**src/rtl/ivr_pkg.sv**
```systemverilog
package ivr_pkg;
   localparam int SRV_W  = 16;
   localparam int PRIO_W = 8;
   localparam int SRC_W  = 3;
   localparam int WORD_W = 64;
   // field positions in a vector word
   localparam int SRV_LSB  = 40;
   localparam int PRIO_LSB = 32;
   localparam int SRC_LSB  = 29;
   localparam int PEND_BIT = 24;
   // status word positions
   localparam int CTL_LINK_BIT = 46;
   localparam int CTL_SVC_BIT  = 47;
   localparam int STAT_TOP_BIT = 36;

   typedef struct packed {
      logic [SRV_W-1:0]  srv;
      logic [PRIO_W-1:0] prio;
      logic [SRC_W-1:0]  src;
   } vec_cfg_t;

   function automatic vec_cfg_t unpack_cfg(input logic [WORD_W-1:0] w);
      vec_cfg_t c;
      c.srv  = w[SRV_LSB  +: SRV_W];
      c.prio = w[PRIO_LSB +: PRIO_W];
      c.src  = w[SRC_LSB  +: SRC_W];
      return c;
   endfunction

   function automatic logic [WORD_W-1:0] pack_word(input vec_cfg_t c, input logic pend);
      logic [WORD_W-1:0] w;
      w = '0;
      w[SRV_LSB  +: SRV_W]  = c.srv;
      w[PRIO_LSB +: PRIO_W] = c.prio;
      w[SRC_LSB  +: SRC_W]  = c.src;
      w[PEND_BIT]           = pend;
      return w;
   endfunction
endpackage

```
**src/rtl/ivr_status.sv**
```systemverilog
module ivr_status #(
   parameter int NUM_REQ = 7,
   localparam int IDX_W  = $clog2(NUM_REQ + 1)
) (
   input  logic               clk,
   input  logic               rst_n,
   input  logic               ev_valid,
   input  logic [IDX_W-1:0]   ev_idx,
   input  logic               ev_level,
   output logic [NUM_REQ-1:0] stat_q,
   output logic [NUM_REQ-1:0] stat_nxt,
   output logic [NUM_REQ-1:0] hit,
   output logic               bad_idx
);
   assign bad_idx = ev_valid && (int'(ev_idx) >= NUM_REQ);

   for (genvar k = 0; k < NUM_REQ; k++) begin : g_req
      assign hit[k]      = ev_valid && (int'(ev_idx) == k);
      assign stat_nxt[k] = hit[k] ? ev_level : stat_q[k];
   end

   always_ff @(posedge clk or negedge rst_n) begin
      if (!rst_n) stat_q <= '0;
      else        stat_q <= stat_nxt;
   end
endmodule

```
**src/rtl/ivr_vector.sv**
```systemverilog
module ivr_vector import ivr_pkg::*; #(
   parameter int VEC_ID  = 0,
   parameter int NUM_SRC = 6
) (
   input  logic     clk,
   input  logic     rst_n,
   input  logic     wr,
   input  vec_cfg_t wr_cfg,
   input  logic     ev_hit,
   input  logic     active_nxt,
   output vec_cfg_t cfg_q,
   output vec_cfg_t route_q,
   output logic     pend_q,
   output logic     bad_src
);
   localparam vec_cfg_t RST_CFG = '{srv: '0, prio: '1, src: SRC_W'(VEC_ID)};

   logic masked_new;

   assign bad_src    = wr && (int'(wr_cfg.src) >= NUM_SRC);
   assign masked_new = wr ? (&wr_cfg.prio) : (&cfg_q.prio);

   always_ff @(posedge clk or negedge rst_n) begin
      if (!rst_n) begin
         cfg_q   <= RST_CFG;
         route_q <= RST_CFG;
         pend_q  <= 1'b0;
      end else begin
         if (wr) cfg_q <= wr_cfg;
         if (wr && !bad_src) route_q <= wr_cfg;
         if (ev_hit)  pend_q <= active_nxt && !masked_new;
         else if (wr) pend_q <= pend_q && !masked_new;
      end
   end
endmodule

```
**src/rtl/ivr_line_or.sv**
```systemverilog
module ivr_line_or #(
   parameter int NUM_VEC   = 6,
   parameter int NUM_LINES = 8,
   parameter int SRC_W     = 3
) (
   input  logic [NUM_VEC-1:0]           active,
   input  logic [NUM_VEC-1:0][SRC_W-1:0] src,
   output logic [NUM_LINES-1:0]         lines
);
   for (genvar n = 0; n < NUM_LINES; n++) begin : g_line
      always_comb begin
         lines[n] = 1'b0;
         for (int v = 0; v < NUM_VEC; v++)
            if (active[v] && (int'(src[v]) == n)) lines[n] = 1'b1;
      end
   end
endmodule

```
**src/rtl/ivr_router.sv**
```systemverilog
module ivr_router import ivr_pkg::*; #(
   parameter int NUM_VEC   = 6,
   parameter int NUM_LINES = 8,
   parameter int LINK_BITS = 2,
   localparam int NUM_REQ  = NUM_VEC + 1,
   localparam int IDX_W    = $clog2(NUM_REQ + 1),
   localparam int SEL_W    = $clog2(NUM_VEC + 2),
   localparam int SRVX_W   = SRV_W - LINK_BITS
) (
   input  logic                        clk,
   input  logic                        rst_n,
   input  logic                        ev_valid,
   input  logic [IDX_W-1:0]            ev_idx,
   input  logic                        ev_level,
   input  logic                        wr_en,
   input  logic [SEL_W-1:0]            wr_sel,
   input  logic [WORD_W-1:0]           wr_data,
   input  logic [SEL_W-1:0]            rd_sel,
   output logic [WORD_W-1:0]           rd_data,
   output logic [NUM_LINES-1:0]        irq_lines_o,
   output logic [NUM_VEC*SRVX_W-1:0]   vec_server_o,
   output logic [NUM_VEC*PRIO_W-1:0]   vec_prio_o,
   output logic                        err_o
);
   if (NUM_LINES != (1 << SRC_W)) begin : g_chk_lines
      $error("NUM_LINES must match the source field width");
   end
   if (NUM_VEC < 2 || NUM_VEC > NUM_LINES) begin : g_chk_vec
      $error("NUM_VEC out of range");
   end
   if (LINK_BITS < 0 || LINK_BITS >= SRV_W) begin : g_chk_link
      $error("LINK_BITS out of range");
   end
   if (STAT_TOP_BIT - (NUM_REQ - 3) < 0) begin : g_chk_stat
      $error("too many requests for the status word");
   end

   logic [NUM_REQ-1:0] stat_q, stat_nxt, hit;
   logic               bad_idx;

   ivr_status #(.NUM_REQ(NUM_REQ)) u_status (
      .clk, .rst_n, .ev_valid, .ev_idx, .ev_level,
      .stat_q, .stat_nxt, .hit, .bad_idx
   );

   vec_cfg_t                       wr_cfg;
   vec_cfg_t [NUM_VEC-1:0]         cfg_q, route_q;
   logic [NUM_VEC-1:0]             pend_q, bad_src, active, active_nxt, vhit, vwr;
   logic [NUM_VEC-1:0][SRC_W-1:0]  route_src;
   logic                           unused_wr_bits;

   assign wr_cfg         = unpack_cfg(wr_data);
   assign unused_wr_bits = ^{wr_data[WORD_W-1:SRV_LSB+SRV_W], wr_data[SRC_LSB-1:0]};

   for (genvar v = 0; v < NUM_VEC; v++) begin : g_vec
      if (v == 0) begin : g_shared
         // requests 0 and 1 share vector 0
         assign active[v]     = stat_q[0]   | stat_q[1];
         assign active_nxt[v] = stat_nxt[0] | stat_nxt[1];
         assign vhit[v]       = hit[0]      | hit[1];
      end else begin : g_single
         assign active[v]     = stat_q[v+1];
         assign active_nxt[v] = stat_nxt[v+1];
         assign vhit[v]       = hit[v+1];
      end
      assign vwr[v] = wr_en && (int'(wr_sel) == v);

      ivr_vector #(.VEC_ID(v), .NUM_SRC(NUM_VEC)) u_vec (
         .clk, .rst_n, .wr(vwr[v]), .wr_cfg,
         .ev_hit(vhit[v]), .active_nxt(active_nxt[v]),
         .cfg_q(cfg_q[v]), .route_q(route_q[v]),
         .pend_q(pend_q[v]), .bad_src(bad_src[v])
      );

      assign route_src[v]                      = route_q[v].src;
      assign vec_server_o[v*SRVX_W +: SRVX_W]  = route_q[v].srv[SRV_W-1:LINK_BITS];
      assign vec_prio_o[v*PRIO_W +: PRIO_W]    = route_q[v].prio;
   end

   ivr_line_or #(.NUM_VEC(NUM_VEC), .NUM_LINES(NUM_LINES), .SRC_W(SRC_W)) u_lines (
      .active, .src(route_src), .lines(irq_lines_o)
   );

   // status words
   logic [WORD_W-1:0] ctl_word, irq_word;
   always_comb begin
      ctl_word = '0;
      ctl_word[CTL_LINK_BIT] = stat_q[0];
      ctl_word[CTL_SVC_BIT]  = stat_q[1];
   end
   for (genvar k = 2; k < NUM_REQ; k++) begin : g_irqw
      assign irq_word[STAT_TOP_BIT-(k-2)] = stat_q[k];
   end
   for (genvar b = 0; b < WORD_W; b++) begin : g_irqz
      if (b > STAT_TOP_BIT || b < STAT_TOP_BIT - (NUM_REQ - 3)) begin : g_z
         assign irq_word[b] = 1'b0;
      end
   end

   always_comb begin
      rd_data = irq_word;
      if (int'(rd_sel) < NUM_VEC)       rd_data = pack_word(cfg_q[rd_sel], pend_q[rd_sel]);
      else if (int'(rd_sel) == NUM_VEC) rd_data = ctl_word;
   end

   always_ff @(posedge clk or negedge rst_n) begin
      if (!rst_n) err_o <= 1'b0;
      else        err_o <= bad_idx || (|bad_src);
   end
endmodule

```
**config.mk**
```make
export PLATFORM = sky130hd
export DESIGN_NAME = ivr_router
export DESIGN_NICKNAME = d
export VERILOG_FILES = /design/src/rtl/ivr_pkg.sv /design/src/rtl/ivr_status.sv /design/src/rtl/ivr_vector.sv /design/src/rtl/ivr_line_or.sv /design/src/rtl/ivr_router.sv
export SDC_FILE = /design/constraint.sdc
export NUM_CORES = 1
export LEC_CHECK = 0
export ABC_AREA = 1
export BUFFER_PORTS_ARGS = -buffer_cell sky130_fd_sc_hd__buf_2
export CAP_MARGIN = 10
export CORE_MARGIN = 2
export CORE_UTILIZATION = 61
export DETAILED_ROUTE_END_ITERATION = 8
export PLACE_DENSITY = 0.94
export SLEW_MARGIN = 20
export SYNTH_ARGS = -nofsm -noshare
export SYNTH_HDL_FRONTEND = slang
export SYNTH_SLANG_ARGS = --single-unit
```
**constraint.sdc**
```tcl
create_clock -name clk -period 2.5 [get_ports clk]
set_input_delay 0 -clock clk [delete_from_list [all_inputs] [get_ports clk]]
set_output_delay 0 -clock clk [all_outputs]
set_load 0.02 [all_outputs]
```
==> results_dict.tcl, run 1 <==
set metrics [dict create \
    crit_buf_inv 5 \
    synth-seq-cells 326 \
    netlist_area_sq_um 15500 \
    grt_max_degree 85 \
    required_ns 2.95 \
    preCtsSetupSlack_ns 0.726 \
    path_cells "dlygate4sd3_1 -> buf_2 -> nand2_4 -> inv_4 -> nor2_2 -> nand2_1 -> dlygate4sd3_1 -> o21ai_0 -> dlygate4sd3_1" \
    grt_overflow_total 0 \
    dpl.cell_count 2105 \
    io_pins 283 \
    top_layer "met4" \
    die_w_um 164 \
    peakVddDrop_mv 0.620 \
    die_h_um 164 \
    yosysSeqAreaShare_pct 53.4 \
    ant_nets 0 \
    area_growth_pct 9.37 \
    slowest_stage "dlygate4sd3_1" \
    cp-startpoint "wr_data[31]" \
    met2_length_mm 19.1 \
    synth.distinct_cells 35 \
    synth-edff-count 0 \
    synth.avg_cell_area_sq_um 8.71 \
    via_per_inst 5.87 \
    fin_cells 2195 \
    cts_resized 0 \
    final_hold_viol_count 0 \
    core_area_sq_um 25100 \
    fin_skew_ns 0.0172 \
    cp-start-kind "input port" \
    dpl_cell_area_sq_um 15600 \
    via_count 12900 \
    async_flop_share_pct 100 \
    path_clk_slew_ns 0.06 \
    cts_tree "done" \
    rows 58 \
    cts_buffers 35 \
    max-slew-margin-rel_pct 37.8 \
    cp.arrival_ns 2.45 \
    crit_top_cell "dlygate4sd3_1" \
    rsz0062_at_grt "false" \
    total_power_mw 16.1 \
    clk_latency_ns 0.51 \
    synth_flop_cell "dfrtp_1" \
    die_area_sq_um 26800 \
    post-dp-hpwl_mm 26.9 \
    grt_pass1_vias 12400 \
    gp_congestion 0.937 \
    setup_viol_count_final 0 \
    cts_sinks 326 \
    crit_family "buffers and inverters" \
    hold_slack_ns 0.0293 \
    setup_tns_ns 0 \
    wirelength_mm 42.3 \
    synthCells 1784 \
    initial_core_util_pct 61.9 \
    grt_pass1_wl_mm 65.7 \
    wl_met1_mm 16.6 \
    worst_slack_ns 0.501 \
    fin_util_pct 67.7 \
    hp-class "input port to register" \
    endpoint_kind "register" \
    antenna_found_initial 3 \
    htreeDepth 2 \
    max_stage_delay_ns 0.57 \
    drtIter0Drc 1634 \
    outcome "finished clean" \
    port_buffers 209 \
    yosys_warnings 0 \
    grt_usage_pct 31.6 \
    layout-drive-gt1-share_pct 23.4 \
    powerDensity_nw_per_um2 945 \
    worst_slew_pin_slew_ns 0.931 \
    wl_met3_mm 5.19 \
    design_area_sq_um 17000 \
    fmax_mhz 500 \
    regToRegStartpoint "u_status.stat_q[3]" \
    slew_viol_final 0 \
    power.leakage_nw 8.25 \
    hold_path_startpoint "wr_data[52]" \
    fin_crit_sh_pct 79.9 \
    critPathMaxFanout 7 \
    cts_max_path_buffers 3 \
    finalNetCount 1916 \
    cts_root_buf "clkbuf_16" \
    wl_per_cell_um 19.3 \
    drc 0 \
    drtPass1Iterations 5 \
    critPathKind "input port to register" \
    period_minus_slack_ns 2.00 \
    cap_violations 0 \
]
[report_power, final]
| part | switching (mW) | total, mW | internal [mW] |
|---|---|---|---|
| clock network | 2.11 | 5.25 | 3.14 |
| logic | 2.39 | 3.56 | 1.17 |
| registers | 0.665 | 7.25 | 6.59 |
| total | 5.16 | 16.1 | 10.9 |
[state kept, by name, summed over array words and instances (netlist names)]
register / flops
u_status.stat_q: 7
err_o: 1
g_vec.u_vec.pend_q: 6
g_vec.u_vec.cfg_q: 162
g_vec.u_vec.route_q: 150
[area by class of cell]
class                           instances  area [sq um]
Antenna cell                            1          2.50
Clock buffer                           48          1010
Timing Repair Buffer                  256          1550
Fill cell                            1820          8120
Clock inverter                         15           160
Multi-Input combinational cell       1109          5140
Sequential cell                       326          8300
Tap cell                              330           413
Inverter                              110           415
[layout by cell type (no fill, tap or decap), types with 7 or more instances in the layout]
master	n
o21ai_1	96
o21bai_1	9
clkbuf_1	7
nor3_1	7
nand4_1	14
o22ai_1	13
buf_2	208
a21oi_1	39
o21ai_0	270
conb_1	36
inv_2	10
nand2_1	419
o211ai_1	12
clkbuf_16	37
clkinv_2	8
dlygate4sd3_1	26
o21ai_2	11
nand3_1	20
mux2i_1	10
buf_4	15
dfstp_2	110
inv_1	99
dfrtp_1	216
nor2_1	111
[what timing repair did]
item	CTS	global route
hold buffers	26	0
endpoints found under the hold margin	138	0
buffers inserted	0	0
[cell families (layout without fill, tap and decap cells)]
kind of cell    count (synthesis)  in the layout  share of synthesized area [%]
buf+inv                       384            429                           14.3
compound gates                471            471                           16.3
other cells                     1             37                         0.0241
simple gates                  592            592                           15.3
mux                            10             10                          0.645
flops                         326            326                           53.4
[cell usage after synthesis, types with 14 or more instances]
master	number	share of area [%]
nand2_1	419	10
o21ai_0	270	8.7
dfrtp_1	216	35
buf_4	181	8.7
nor2_1	111	2.7
dfstp_2	110	19
inv_1	99	2.4
o21ai_1	96	3.1
clkbuf_1	56	1.4
a21oi_1	39	1.3
buf_2	26	0.84
nand3_1	20	0.64
nand4_1	14	0.56
[worst reg2reg max path, cell delays in order, from the launching register on]
cell and delay [ns]:
dfrtp_1 0.45, inv_1 0.10, o21ai_0 0.18, dlygate4sd3_1 0.57
[layer usage]
metal | vias up | GRT usage [%]
met3 | 138 | 8.84
met5 | - | 0
met4 | 0 | 10.8
li1 | 5707 | -
met2 | 865 | 49.1
met1 | 6177 | 43.1
[final timing paths]
kind / end / slack (ns) / depth (start not counted)
setup / recovery: g_vec[5].u_vec.route_q[0] / 0.50 / 9
hold / removal: g_vec[2].u_vec.cfg_q[23] / 0.03 / 3
setup reg to reg: u_status.stat_q[3] / 1.13 / 3
hold reg to reg: g_vec[2].u_vec.route_q[6] / 0.47 / 2
max in group asynchronous: g_vec[4].u_vec.route_q[6] / 1.52 / 3
min in group asynchronous: g_vec[4].u_vec.route_q[1] / 0.07 / 2
(Power assumes the default switching activity.)
==> run 2, diff against run 1 <==
--- a/config.mk
+++ b/config.mk
@@ -5,13 +5,13 @@
 export SDC_FILE = /design/constraint.sdc
 export NUM_CORES = 1
 export LEC_CHECK = 0
-export ABC_AREA = 1
+export ABC_AREA = 0
 export BUFFER_PORTS_ARGS = -buffer_cell sky130_fd_sc_hd__buf_2
 export CAP_MARGIN = 10
 export CORE_MARGIN = 2
-export CORE_UTILIZATION = 61
+export CORE_UTILIZATION = 57
 export DETAILED_ROUTE_END_ITERATION = 8
-export PLACE_DENSITY = 0.94
+export PLACE_DENSITY = 0.89
 export SLEW_MARGIN = 20
 export SYNTH_ARGS = -nofsm -noshare
 export SYNTH_HDL_FRONTEND = slang
==> constraint.sdc (replaced) <==
create_clock -name clk -period 2 [get_ports clk]
set_input_delay 0 -clock clk [delete_from_list [all_inputs] [get_ports clk]]
set_output_delay 0 -clock clk [all_outputs]
set_load 0.02 [all_outputs]
==> results_dict.tcl, run 2 <==
set metrics [dict create \
    drtPass1Iterations 6 \
    synth_flop_cell "dfrtp_1" \
    critPathMaxFanout 7 \
    via_per_inst 6.04 \
    synth-seq-cells 326 \
    slew_viol_final 0 \
    fmax_mhz 521 \
    period_minus_slack_ns 1.92 \
    wl_per_cell_um 22.1 \
    cts_resized 0 \
    hold_slack_ns 0.0467 \
    async_flop_share_pct 100 \
    final_hold_viol_count 0 \
    cp.arrival_ns 1.92 \
    setup_viol_count_final 0 \
    grt_overflow_total 0 \
    final_common_cell "nand2_1" \
    largest_register "g_vec.u_vec.cfg_q" \
    grt_pass1_vias 12300 \
    regToRegStartpoint "u_status.stat_q[1]" \
    core_area_sq_um 27800 \
    gp_congestion 0.876 \
    worst_slew_pin_slew_ns 0.538 \
    crit_buf_inv 1 \
    rsz0062_at_grt "false" \
    slowest_stage "dfrtp_1" \
    synth_top_family_by_area "multiplexers" \
    synth.avg_cell_area_sq_um 10.7 \
    drc 0 \
    port_buffers 209 \
    yosysSeqAreaShare_pct 51.6 \
    max-slew-margin-rel_pct 63.2 \
    grt_pass1_wl_mm 68.5 \
    fin_crit_sh_pct 96.0 \
    max_stage_delay_ns 0.47 \
    powerDensity_nw_per_um2 1200 \
    synth.distinct_cells 51 \
    setup_tns_ns 0 \
    die_w_um 172 \
    die_area_sq_um 29500 \
    regToRegSetupSlack_ns 0.57 \
    layout_common_cells "nand2_1, dfrtp_1, buf_2" \
    synth_area_leaders "dfrtp_1, dfstp_2, nand2_1" \
    critPathKind "register to primary output" \
    finalNetCount 1678 \
    cts_root_buf "clkbuf_16" \
    cts_sinks 326 \
    muxShareOfSynthArea_pct 17.1 \
    required_ns 2.00 \
    layout-drive-gt1-share_pct 36.1 \
    peakVddDrop_mv 0.709 \
    rows 61 \
    crit_family "flip-flops" \
    power.leakage_nw 8.87 \
    post-dp-hpwl_mm 26.7 \
    initial_core_util_pct 57.8 \
    io_pins 283 \
    cp-start-kind "register" \
    netlist_area_sq_um 16100 \
    synth_top_area_share_pct 33.6 \
    htreeDepth 2 \
    cts_max_path_buffers 3 \
    synth-simple-area-share_pct 16.5 \
    cp-startpoint "u_status.stat_q[2]" \
    cts_tree "done" \
    fillers 1857 \
    r2r_cells 3 \
    wirelength_mm 44.3 \
    drtIter0Drc 1515 \
    path_clk_slew_ns 0.06 \
    cap_violations 0 \
    worst-path-stages 4 \
    yosysTopAreaCell "dfrtp_1" \
    yosys_warnings 0 \
    synthCells 1504 \
    synth-edff-count 0 \
    endpoint_kind "primary output" \
    antenna_found_initial 2 \
    fin_skew_ns 0.00559 \
    synth_fa_ha_area_share_pct 0 \
    synth_compound_area_share_pct 3.21 \
    hp-class "input port to asynchronous set/reset pin" \
    largest_reg_flops 162 \
    synth.most_common_cell "nand2_1" \
    clk_latency_ns 0.50 \
    path_cells "mux2_2 -> a22oi_1 -> a21oi_1 -> buf_2" \
    top_regs "g_vec.u_vec.cfg_q x162, g_vec.u_vec.route_q x150, u_status.stat_q x7" \
    outcome "finished clean" \
    cts_buffers 35 \
    die_h_um 172 \
    grt_max_degree 66 \
    synthTopCellsByCount "nand2_1, dfrtp_1, buf_4" \
    grt_usage_pct 30.2 \
    via_count 12100 \
    synth_xor_area_share_pct 0 \
    ant_nets 0 \
    area_growth_pct 12.2 \
]
[run 2: cell types whose count changed after synthesis, moves of 67 or more]
cell | previous run | this run
mux2_2 | 0 | 86
nor2_1 | 111 | 24
nand2_1 | 419 | 486
o21ai_1 | 96 | 0
inv_1 | 99 | 24
o21ai_0 | 270 | 6
[run 2: kinds of logic (layout without fill, tap and decap cells)]
| group | count (synthesis) | in the layout |
|---|---|---|
| flip-flops | 326 | 326 |
| AND/OR/NAND/NOR | 605 | 605 |
| AO/OA/AOI/OAI | 76 | 76 |
| buffers and inverters | 290 | 374 |
| other | 1 | 37 |
| multiplexers | 206 | 206 |
[run 2: repair_timing]
action,CTS,global route
hold buffers,37,0
buffers inserted,0,0
endpoints found under the hold margin,497,0
[run 2: layout make-up]
cell class / instances / area [sq um] / share of cell area [%]
multi-input cells: 923 / 6050 / 33.6
clock buffers: 49 / 1060 / 5.89
inverters: 25 / 93.8 / 0.521
repair buffers: 289 / 1840 / 10.2
well taps: 378 / 473 / 2.62
diodes: 1 / 2.50 / 0.0139
flip-flops and latches: 326 / 8300 / 46.0
clock inverters: 11 / 209 / 1.16
[run 2: path summary, 6_finish.rpt]
check,endpoint
setup / recovery,rd_data[36]
hold / removal,g_vec[2].u_vec.route_q[21]
hold reg to reg,g_vec[1].u_vec.cfg_q[0]
setup reg to reg,g_vec[0].u_vec.pend_q
max in group asynchronous,g_vec[5].u_vec.route_q[9]
min in group clk,u_status.stat_q[0]
[run 2: report_power, final]
part           switching (mW)  internal [mW]
clock network            2.62           4.47
logic                    3.03           2.07
registers                1.04           8.35
[run 2: layer usage]
layer	up-vias	global-route usage, %	wire length (um)
met1	6033	38.0	15900
met5	-	0	10
met3	233	6.50	4350
met2	821	48.0	21300
met4	2	18.6	2810
li1	5001	-	-
[run 2: stage by stage]
stage | cell area (sq um) | cells | setup WS [ns] | util [%] | total power [mW]
after global placement | 16400 | 1904 | 0.516 | 59.0 | 14.0
after global routing | 18000 | 2001 | 0.0120 | 64.9 | 22.4
after CTS | 18000 | 2001 | 0.114 | 64.9 | 21.5
final | 18000 | 2002 | 0.0793 | 64.9 | 21.6
after detailed placement | 16400 | 1904 | 0.469 | 59.0 | 14.3
after floorplan | 16200 | 1539 | 0.797 | - | 13.4
